===== config.mk =====
export PLATFORM = sky130hd
export DESIGN_NAME = ps_synth
export DESIGN_NICKNAME = d
export VERILOG_FILES = /design/src/rtl/ps_pkg.sv /design/src/rtl/ps_shape_store.sv /design/src/rtl/ps_phase_seq.sv /design/src/rtl/ps_mixer.sv /design/src/rtl/ps_synth.sv
export SDC_FILE = /design/constraint.sdc
export NUM_CORES = 1
export LEC_CHECK = 0
export BUFFER_PORTS_ARGS = -buffer_cell sky130_fd_sc_hd__buf_2
export CAP_MARGIN = 20
export CORE_MARGIN = 4
export CORE_UTILIZATION = 45
export DETAILED_ROUTE_END_ITERATION = 8
export HOLD_SLACK_MARGIN = 0.02
export PLACE_DENSITY_LB_ADDON = 0.25
export SYNTH_ARGS = -nofsm -noshare
export SYNTH_HDL_FRONTEND = slang
export SYNTH_SLANG_ARGS = --single-unit

===== constraint.sdc =====
create_clock -name clk -period 4.4 [get_ports clk]
set_clock_uncertainty 0.05 [all_clocks]
set_input_delay 0.22 -clock clk [delete_from_list [all_inputs] [get_ports clk]]
set_output_delay 0.22 -clock clk [all_outputs]
set_load 0.01 [all_outputs]

===== src/rtl/ps_pkg.sv =====
package ps_pkg;

    localparam int UI_CNT = 3;

    typedef enum logic [1:0] {
        LD_UI1 = 2'd0,
        LD_UI2 = 2'd1,
        LD_UI3 = 2'd2
    } ld_state_t;

    typedef enum logic {
        SEQ_OPEN = 1'b0,
        SEQ_BODY = 1'b1
    } seq_state_t;

    typedef struct packed {
        logic mark;
        logic neg;
    } sym_t;

    function automatic logic [3:0] phases_for(input logic [1:0] m);
        logic [3:0] n;
        unique case (m)
            2'b00:   n = 4'd12;
            2'b01:   n = 4'd13;
            default: n = 4'd14;
        endcase
        return n;
    endfunction

endpackage


===== src/rtl/ps_shape_store.sv =====
module ps_shape_store
    import ps_pkg::*;
#(
    parameter int AMP_W  = 7,
    parameter int PH_MAX = 14,
    parameter int CNT_W  = $clog2(PH_MAX + 1)
) (
    input  logic                            clk,
    input  logic                            rst_n,
    input  logic                            load_clr,
    input  logic                            wr_en,
    input  logic [AMP_W-1:0]                wr_data,
    input  logic [CNT_W-1:0]                n_ph,
    input  logic [CNT_W-1:0]                rd_ph,
    output logic [UI_CNT-1:0][AMP_W-1:0]    rd_val
);

    ld_state_t          st, st_nxt;
    logic [CNT_W-1:0]   wr_ph;
    logic [1:0]         ui_sel;
    logic               wr_last;
    logic [AMP_W-1:0]   tbl [UI_CNT][PH_MAX];

    assign wr_last = wr_en && (wr_ph >= n_ph - CNT_W'(1));

    always_ff @(posedge clk or negedge rst_n) begin
        if (!rst_n)        st <= LD_UI1;
        else if (load_clr) st <= LD_UI1;
        else               st <= st_nxt;
    end

    always_comb begin
        st_nxt = st;
        ui_sel = 2'd0;
        unique case (st)
            LD_UI1: begin
                ui_sel = 2'd0;
                if (wr_last) st_nxt = LD_UI2;
            end
            LD_UI2: begin
                ui_sel = 2'd1;
                if (wr_last) st_nxt = LD_UI3;
            end
            LD_UI3: begin
                ui_sel = 2'd2;
                if (wr_last) st_nxt = LD_UI1;
            end
            default: begin
                ui_sel = 2'd0;
                st_nxt = LD_UI1;
            end
        endcase
    end

    always_ff @(posedge clk or negedge rst_n) begin
        if (!rst_n)        wr_ph <= '0;
        else if (load_clr) wr_ph <= '0;
        else if (wr_en)    wr_ph <= wr_last ? '0 : wr_ph + CNT_W'(1);
    end

    always_ff @(posedge clk or negedge rst_n) begin
        if (!rst_n) begin
            for (int u = 0; u < UI_CNT; u++)
                for (int p = 0; p < PH_MAX; p++)
                    tbl[u][p] <= '0;
        end else if (wr_en && !load_clr) begin
            tbl[ui_sel][wr_ph] <= wr_data;
        end
    end

    for (genvar u = 0; u < UI_CNT; u++) begin : g_rd
        assign rd_val[u] = tbl[u][rd_ph];
    end


    wrap_ptr_chk: assert property (@(posedge clk) disable iff (!rst_n)
        (wr_en && !load_clr && st == LD_UI3 && wr_ph == n_ph - CNT_W'(1))
        |=> (st == LD_UI1 && wr_ph == '0));


    ptr_clr_chk: assert property (@(posedge clk) disable iff (!rst_n)
        load_clr |=> (st == LD_UI1 && wr_ph == '0));

endmodule


===== src/rtl/ps_phase_seq.sv =====
module ps_phase_seq
    import ps_pkg::*;
#(
    parameter int PH_MAX = 14,
    parameter int CNT_W  = $clog2(PH_MAX + 1)
) (
    input  logic                     clk,
    input  logic                     rst_n,
    input  logic                     load_clr,
    input  logic                     phase_tick,
    input  logic                     sym_in,
    input  logic [CNT_W-1:0]         n_ph,
    output logic [CNT_W-1:0]         rd_ph,
    output sym_t [UI_CNT-1:0]        eff_sym
);

    seq_state_t         st, st_nxt;
    logic [CNT_W-1:0]   ph_cnt, ph_nxt;
    logic               pol_neg;
    sym_t               new_sym;
    sym_t [UI_CNT-1:0]  hist;
    logic               open_tick;

    assign open_tick = phase_tick && (st == SEQ_OPEN);
    assign new_sym   = '{mark: sym_in, neg: sym_in && pol_neg};
    assign rd_ph     = ph_cnt;

    always_ff @(posedge clk or negedge rst_n) begin
        if (!rst_n)        st <= SEQ_OPEN;
        else if (load_clr) st <= SEQ_OPEN;
        else               st <= st_nxt;
    end

    always_comb begin
        st_nxt = st;
        ph_nxt = ph_cnt;
        unique case (st)
            SEQ_OPEN: begin
                if (phase_tick) begin
                    st_nxt = SEQ_BODY;
                    ph_nxt = CNT_W'(1);
                end
            end
            SEQ_BODY: begin
                if (phase_tick) begin
                    if (ph_cnt >= n_ph - CNT_W'(1)) begin
                        st_nxt = SEQ_OPEN;
                        ph_nxt = '0;
                    end else begin
                        ph_nxt = ph_cnt + CNT_W'(1);
                    end
                end
            end
            default: begin
                st_nxt = SEQ_OPEN;
                ph_nxt = '0;
            end
        endcase
    end

    always_ff @(posedge clk or negedge rst_n) begin
        if (!rst_n)        ph_cnt <= '0;
        else if (load_clr) ph_cnt <= '0;
        else               ph_cnt <= ph_nxt;
    end

    always_ff @(posedge clk or negedge rst_n) begin
        if (!rst_n) begin
            pol_neg <= 1'b0;
            hist    <= '0;
        end else if (load_clr) begin
            pol_neg <= 1'b0;
            hist    <= '0;
        end else if (open_tick) begin
            hist <= {hist[UI_CNT-2:0], new_sym};
            if (sym_in) pol_neg <= ~pol_neg;
        end
    end

    assign eff_sym[0] = (st == SEQ_OPEN) ? new_sym : hist[0];
    for (genvar k = 1; k < UI_CNT; k++) begin : g_eff
        assign eff_sym[k] = (st == SEQ_OPEN) ? hist[k-1] : hist[k];
    end


    ami_flip_chk: assert property (@(posedge clk) disable iff (!rst_n)
        (open_tick && !load_clr && sym_in) |=> (pol_neg != $past(pol_neg)));


    space_keep_chk: assert property (@(posedge clk) disable iff (!rst_n)
        (open_tick && !load_clr && !sym_in) |=> $stable(pol_neg));


    phase_range_chk: assert property (@(posedge clk) disable iff (!rst_n)
        (phase_tick && !load_clr && ph_cnt < n_ph)
        |=> (ph_cnt < n_ph || n_ph != $past(n_ph)));


    hist_clr_chk: assert property (@(posedge clk) disable iff (!rst_n)
        load_clr |=> (!pol_neg && hist == '0 && st == SEQ_OPEN && ph_cnt == '0));

endmodule


===== src/rtl/ps_mixer.sv =====
module ps_mixer
    import ps_pkg::*;
#(
    parameter int AMP_W = 7,
    parameter int SUM_W = AMP_W + 2
) (
    input  logic                           clk,
    input  logic                           rst_n,
    input  logic                           load_clr,
    input  logic                           tick,
    input  sym_t [UI_CNT-1:0]              eff_sym,
    input  logic [UI_CNT-1:0][AMP_W-1:0]   val,
    output logic signed [SUM_W-1:0]        amp_out
);

    localparam int EXT_W = AMP_W + 1;

    logic signed [EXT_W-1:0] term [UI_CNT];
    logic signed [SUM_W-1:0] sum;
    logic                    any_mark;

    for (genvar u = 0; u < UI_CNT; u++) begin : g_term
        logic signed [EXT_W-1:0] ext;
        assign ext = signed'({val[u][AMP_W-1], val[u]});
        always_comb begin
            if (!eff_sym[u].mark)    term[u] = '0;
            else if (eff_sym[u].neg) term[u] = -ext;
            else                     term[u] = ext;
        end
    end

    always_comb begin
        sum      = '0;
        any_mark = 1'b0;
        for (int u = 0; u < UI_CNT; u++) begin
            sum      = sum + {{(SUM_W-EXT_W){term[u][EXT_W-1]}}, term[u]};
            any_mark = any_mark | eff_sym[u].mark;
        end
    end

    always_ff @(posedge clk or negedge rst_n) begin
        if (!rst_n)        amp_out <= '0;
        else if (load_clr) amp_out <= '0;
        else if (tick)     amp_out <= sum;
    end


    quiet_zero_chk: assert property (@(posedge clk) disable iff (!rst_n)
        (tick && !load_clr && !any_mark) |=> (amp_out == '0));


    amp_hold_chk: assert property (@(posedge clk) disable iff (!rst_n)
        (!tick && !load_clr) |=> $stable(amp_out));


    amp_bound_chk: assert property (@(posedge clk) disable iff (!rst_n)
        tick |=> (amp_out <= SUM_W'(3 * (1 << (AMP_W - 1))) &&
                  amp_out >= -SUM_W'(3 * (1 << (AMP_W - 1)))));

endmodule


===== src/rtl/ps_synth.sv =====
module ps_synth
    import ps_pkg::*;
#(
    parameter int AMP_W  = 7,
    parameter int PH_MAX = 14
) (
    input  logic                    clk,
    input  logic                    rst_n,
    input  logic                    load_clr,
    input  logic [1:0]              mode,
    input  logic                    wr_en,
    input  logic [AMP_W-1:0]        wr_data,
    input  logic                    phase_tick,
    input  logic                    sym_in,
    output logic signed [AMP_W+1:0] amp_out
);

    localparam int CNT_W = $clog2(PH_MAX + 1);
    localparam int SUM_W = AMP_W + 2;

    logic [CNT_W-1:0]               n_ph;
    logic [CNT_W-1:0]               rd_ph;
    logic [UI_CNT-1:0][AMP_W-1:0]   rd_val;
    sym_t [UI_CNT-1:0]              eff_sym;

    assign n_ph = CNT_W'(phases_for(mode));

    ps_shape_store #(.AMP_W(AMP_W), .PH_MAX(PH_MAX), .CNT_W(CNT_W)) u_store (
        .clk      (clk),
        .rst_n    (rst_n),
        .load_clr (load_clr),
        .wr_en    (wr_en),
        .wr_data  (wr_data),
        .n_ph     (n_ph),
        .rd_ph    (rd_ph),
        .rd_val   (rd_val)
    );

    ps_phase_seq #(.PH_MAX(PH_MAX), .CNT_W(CNT_W)) u_seq (
        .clk        (clk),
        .rst_n      (rst_n),
        .load_clr   (load_clr),
        .phase_tick (phase_tick),
        .sym_in     (sym_in),
        .n_ph       (n_ph),
        .rd_ph      (rd_ph),
        .eff_sym    (eff_sym)
    );

    ps_mixer #(.AMP_W(AMP_W), .SUM_W(SUM_W)) u_mix (
        .clk      (clk),
        .rst_n    (rst_n),
        .load_clr (load_clr),
        .tick     (phase_tick),
        .eff_sym  (eff_sym),
        .val      (rd_val),
        .amp_out  (amp_out)
    );


    read_window_chk: assert property (@(posedge clk) disable iff (!rst_n)
        phase_tick |-> (rd_ph < n_ph));

endmodule


Word-level counts from Yosys, hierarchy flattened
Index checks and enable logic that the tools add are counted.
- $lt $le $gt $ge: 7
- $add $sub $neg: 8
- bitwise gates (word level): 5
- multiplexer cells: 50
- reduce and logical (&&, ||, !) cells: 16
- equality and inequality tests: 8
- operators with widths (kind ; number):
    $bwmux W294 ; 1
    $demux W98 S2 ; 1
    $mux W98 ; 1
    $bmux W7 S4 ; 3
    $mux W7 ; 7
    $mux W8 ; 6
    $demux W7 S4 ; 1
    $mux W4 ; 7
    $neg A7 Y8 ; 3
    $mux W9 ; 2
    $mux W2 ; 7
    $mux W6 ; 2
    $ge A5 B5 Y1 const B ; 2
    $not A4 Y5 ; 2
    $add A8 B8 Y9 ; 1
    $add A9 B9 Y9 ; 1
    $ne A3 B2 Y1 const B ; 3
    $add A4 B1 Y4 const B ; 2
    $ge A4 B4 Y1 ; 2
    $pmux W2 S2 ; 2
    $pmux W4 S2 ; 1
    $reduce_bool A2 Y1 ; 4
    $mux W1 ; 7
    $logic_and A1 B1 Y1 ; 6
    other kinds (15) ; 20
- flip-flop bits (word level): 321
- word-level logic and storage cells: 148
- output and inout bits: 9

Depth between registers and ports, before layout
- word-level depth: 11
- depth in mapped cells: 24

Hierarchy
From an unflattened synthesis, not the netlist that was laid out.
- cells, all modules: 1239
- area total of the unflattened synthesis: 16487.1 µm²
- modules (own cells, without submodules) (module ; times used ; seq. area each (µm²) ; cells an instance ; area each (µm²)):
    ps_shape_store ; 1 ; 7507.2 ; 972 ; 14276.2
    ps_mixer ; 1 ; 225.2 ; 184 ; 1455.1
    ps_phase_seq ; 1 ; 300.3 ; 80 ; 742.0
    ps_synth ; 1 ; 0.0 ; 3 ; 13.8

Worst setup path before layout
Ideal clock, no wire load.
- path kind: register to register
- start point: register u_seq.ph_cnt[0] (netlist: u_seq.rd_ph[0])
- end point: register u_mix.amp_out[8]
- cell stages (with the launch flop): 25
- buffers on the path: 4
- slack: -0.109 ns
- setup time: 0.094 ns
- arrival: 4.365 ns
- path through: dfrtp_1 buf_6 buf_12 buf_6 buf_8 mux2i_1 o21ai_0 o22ai_1 nor2_1 inv_1 ha_1 inv_1 nand2_1 xnor2_1 nand2_1 fa_1 inv_1 ha_1 a21o_1 a21oi_1 o21bai_1 a2111oi_0 nor3_1 xnor2_1 a211oi_1
- word-level cells in the longest chain between the ends: 11
- elaborated cells on any way between the ends: 23
- those cells by class: add/sub: 5; mux: 17; bitwise: 1
- ends and longest elaborated chain (what ; line ; RTL):
    start: declaration ; ps_phase_seq.sv:18 ; logic [CNT_W-1:0] ph_cnt, ph_nxt;
    start signal: assignment ; ps_phase_seq.sv:64 ; else ph_cnt <= ph_nxt;
    $not A4 Y5 (not written as such) (*) ; ps_shape_store.sv:72 ; assign rd_val[u] = tbl[u][rd_ph];
    $bmux W7 S4 ; ps_shape_store.sv:72 ;
    $mux W7 (not written as such) (2 in a row) ; ps_shape_store.sv:72 ;
    $neg A7 Y8 ; ps_mixer.sv:27 ; else if (eff_sym[u].neg) term[u] = -ext;
    $mux W8 ; ps_mixer.sv:27 ;
    $mux W8 ; ps_mixer.sv:26 ; if (!eff_sym[u].mark) term[u] = '0;
    $add A8 B8 Y9 ; ps_mixer.sv:36 ; sum = sum + {{(SUM_W-EXT_W){term[u][EXT_W-1]}}, term[u]};
    $add A9 B9 Y9 (*) ; ps_mixer.sv:36 ;
    $mux W9 (*) ; ps_mixer.sv:44 ; else if (tick) amp_out <= sum;
    $mux W9 (*) ; ps_mixer.sv:43 ; else if (load_clr) amp_out <= '0;
    end signal: assignment ; ps_mixer.sv:44 ;
    end: declaration ; ps_mixer.sv:13 ; output logic signed [SUM_W-1:0] amp_out
Mark *: on every way between the ends. The rest lies on a longest branch, timed or not. The select of a mux whose other input is x is not followed.
A chain may end at the register's enable or synchronous reset.

Worst setup path after layout
Ends and elaborated chain as after synthesis.

==> impl_metrics.tcl <==
set metrics [dict create \
    status "finished, final reports clean" \
    chipWidth_um 197 \
    grt_pass1_wl_um 63800 \
    insertion_delay_ns 0.52 \
    portBuffers 23 \
    power.density_nw_per_um2 362 \
    antenna_found_initial 1 \
    startpoint "u_seq.rd_ph[0]" \
    layout-drive-gt1-share 0.441 \
    synthFlopType "dfrtp_1" \
    grt_setup_unrepaired "yes" \
    holdPathStages 2 \
    leakagePower_uw 0.00885 \
    synth_edf_count 0 \
    relSlewSlack 0.357 \
    finalSetupViolations 0 \
    route.detailed.drc 0 \
    whs_endpoint "u_mix.amp_out[1]" \
    r2r-start "u_seq.rd_ph[0]" \
    hp-start "load_clr" \
    slew_violations 0 \
    io_pins 24 \
    synth-seq-cells 321 \
    r2r_setup_slack_ns 0.07 \
    grt_max_degree 121 \
    r2r_cells 18 \
    rows 69 \
    r2r-end "u_mix.amp_out[8]" \
    cts_buffers 37 \
    area_delta_synth_final_pct 17.0 \
    crit_fanout 7 \
    grt_remaining_overflow 0 \
    drt_wl_total_um 40000 \
    post-route-util 0.532 \
    slowest_stage "mux4_1" \
    cp_data_arrival_time_ns 4.72 \
    drtAntennaViolNets 0 \
    final.setup.tns_ns 0 \
    cts.htree.levels 2 \
    start_util 0.455 \
    synth.avg_cell_area_um2 13.2 \
    hpwl_um 26700 \
    place.gp.congestion 0.849 \
    clock-root-buffer "clkbuf_16" \
    critPathRequiredTime_ns 4.79 \
    cp-start-kind "flip-flop" \
    critPathCaptureType "flip-flop" \
    synth_cell_types 57 \
    num_vias 10300 \
    dieArea_um2 39000 \
    synth_warnings 0 \
    synth_area_um2 16100 \
    die_h_um 197 \
    hold_violations 0 \
    dp_slack_ns -0.148 \
    grt_pass1_vias 11000 \
    synthTopCellsByArea "dfrtp_1, mux2_2, mux4_2" \
    fin_ws_ns 0.0714 \
    syn_inst 1221 \
    worstMarginPinSlew_ns 0.965 \
    first_iter_violations 578 \
    cap_violations 0 \
    path_class "reg2reg" \
    nets 1354 \
    min_period_ns 4.33 \
    layout_common_cells "dfrtp_1, mux2_2, buf_4" \
    layout_commonest_cell "dfrtp_1" \
    track_usage 0.208 \
    antennaDiodeCount 0 \
    fin_crit_sh 0.984 \
    crit_chain "buf_12, mux4_1, mux2_2, o21ai_2, ha_2, nor2_1, xor2_1, nand2_1, fa_1, inv_2, ha_4, a21o_1, a21oi_2, o21bai_2, a2111oi_4, nor3_2, xnor2_1, a211oi_1" \
    async_flop_share 1.00 \
    slowest_delay_ns 0.55 \
    clockBufferDepth 3 \
    clock-sinks 321 \
    yosysTopAreaCell "dfrtp_1" \
    cts_tree "done" \
    filler_cell_count 2937 \
    dr.pass1.iters 5 \
    layout.cells.non_filler 1791 \
    synth_top_area_share 0.498 \
    dp.cells 1710 \
    ir_drop_mv 0.293 \
    syn_nets 1270 \
    vias_per_cell 5.73 \
    core_um2 35500 \
    max_freq_ghz 0.231 \
    p_total_uw 6830 \
    ys_seq_area_frac 0.498 \
    cts.clk_slew.worst_paths_ns 0.06 \
    hp-class "in2reg" \
    avgRoutedWirePerCell_um 22.4 \
]
==> synthesized netlist by cell type (3+ instances only) <==
master      n
a211oi_1    5
a21o_1      5
a21oi_1    36
a31oi_1     3
and2_1      9
buf_1       6
buf_2       5
buf_6       8
clkbuf_1   55
dfrtp_1   321
fa_1        9
ha_1       25
inv_1      27
mux2_2    302
mux2i_1    67
mux4_1      4
mux4_2     45
nand2_1    56
nand2b_1    9
nand3_1    18
nor2_1     74
nor2b_1     5
nor3_1     12
o21ai_0    24
o21ai_1     5
o221ai_1   11
o22ai_1    16
o41ai_2     4
or2_2       3
xnor2_1    18
xor2_1      3
==> through the flow <==
stage | hold slack, ns | instance area [um^2]
floorplan | -0.126 | 16100
global placement | 0.345 | 17200
detailed placement | 0.349 | 17200
CTS | 0.104 | 18600
global route | 0.121 | 18900
finish | 0.115 | 18900
==> final cells by class <==
cell class,instances,area [um^2],area share
clock buffers,53,1090,0.0576
clock inverters,11,134,0.00709
inverters,28,108,0.00570
multi-input cells,795,7860,0.417
flip-flops and latches,321,8040,0.426
well taps,461,577,0.0306
repair buffers,122,1070,0.0567
==> report_power, final <==
part	switching, uW	total [uW]	internal [uW]
clock	1230	3080	1840
combinational	349	647	298
sequential	54.1	3110	3050
==> sequential cells by signal (all words and copies together) (netlist names) <==
signal	count
u_mix.amp_out	9
u_seq.hist	6
u_seq.pol_neg	1
u_seq.rd_ph	4
u_seq.st	1
u_store.st	2
u_store.tbl	294
u_store.wr_ph	4
==> routing by layer <==
layer | share of wire | wire length, um | track usage | up-vias
met5 | 0.00017 | 7 | 0 | -
met4 | 0.028 | 1120 | 0.0593 | 2
met3 | 0.047 | 1880 | 0.0351 | 75
met2 | 0.48 | 19100 | 0.343 | 224
met1 | 0.45 | 17900 | 0.286 | 5351
li1 | - | - | - | 4604
==> repair_timing <==
action                                  4_1_cts  5_1_grt
endpoints found under the setup margin        2        4
gates resized for setup                      20       40
hold buffers                                  3        0
setup buffers                                10        4
cloned                                        1        0
pin swaps                                    11       29
endpoints found under the hold margin       121        0
==> worst max-delay path by stage <==
stage,depth (start not counted),slack (ns),to
global route,21,-0.18,u_mix.amp_out[8]
detailed placement,18,-0.15,u_mix.amp_out[8]
floorplan,22,0.02,u_mix.amp_out[8]
global placement,22,-0.06,u_mix.amp_out[8]
finish,18,0.07,u_mix.amp_out[8]
CTS,18,0.0003,u_mix.amp_out[8]
==> critical path: cells and delay by family (launching register included) <==
family | cells | cell delay (ns)
multiplexers | 2 | 0.86
buffers and inverters | 2 | 0.22
adder cells (fa/ha/maj) | 3 | 0.95
AND/OR/NAND/NOR | 3 | 0.27
flip-flops | 1 | 0.49
XOR/XNOR | 2 | 0.28
AO/OA/AOI/OAI | 6 | 1.15
==> kinds of logic after synthesis <==
| logic type | count (synthesis) | synth area share |
|---|---|---|
| mux | 419 | 0.323 |
| flops | 321 | 0.498 |
| simple gates | 190 | 0.0516 |
| compound gates | 131 | 0.0557 |
| buf+inv | 105 | 0.0305 |
| fa+ha+maj | 34 | 0.0305 |
| xor+xnor | 21 | 0.0114 |
(Power assumes the default switching activity.)
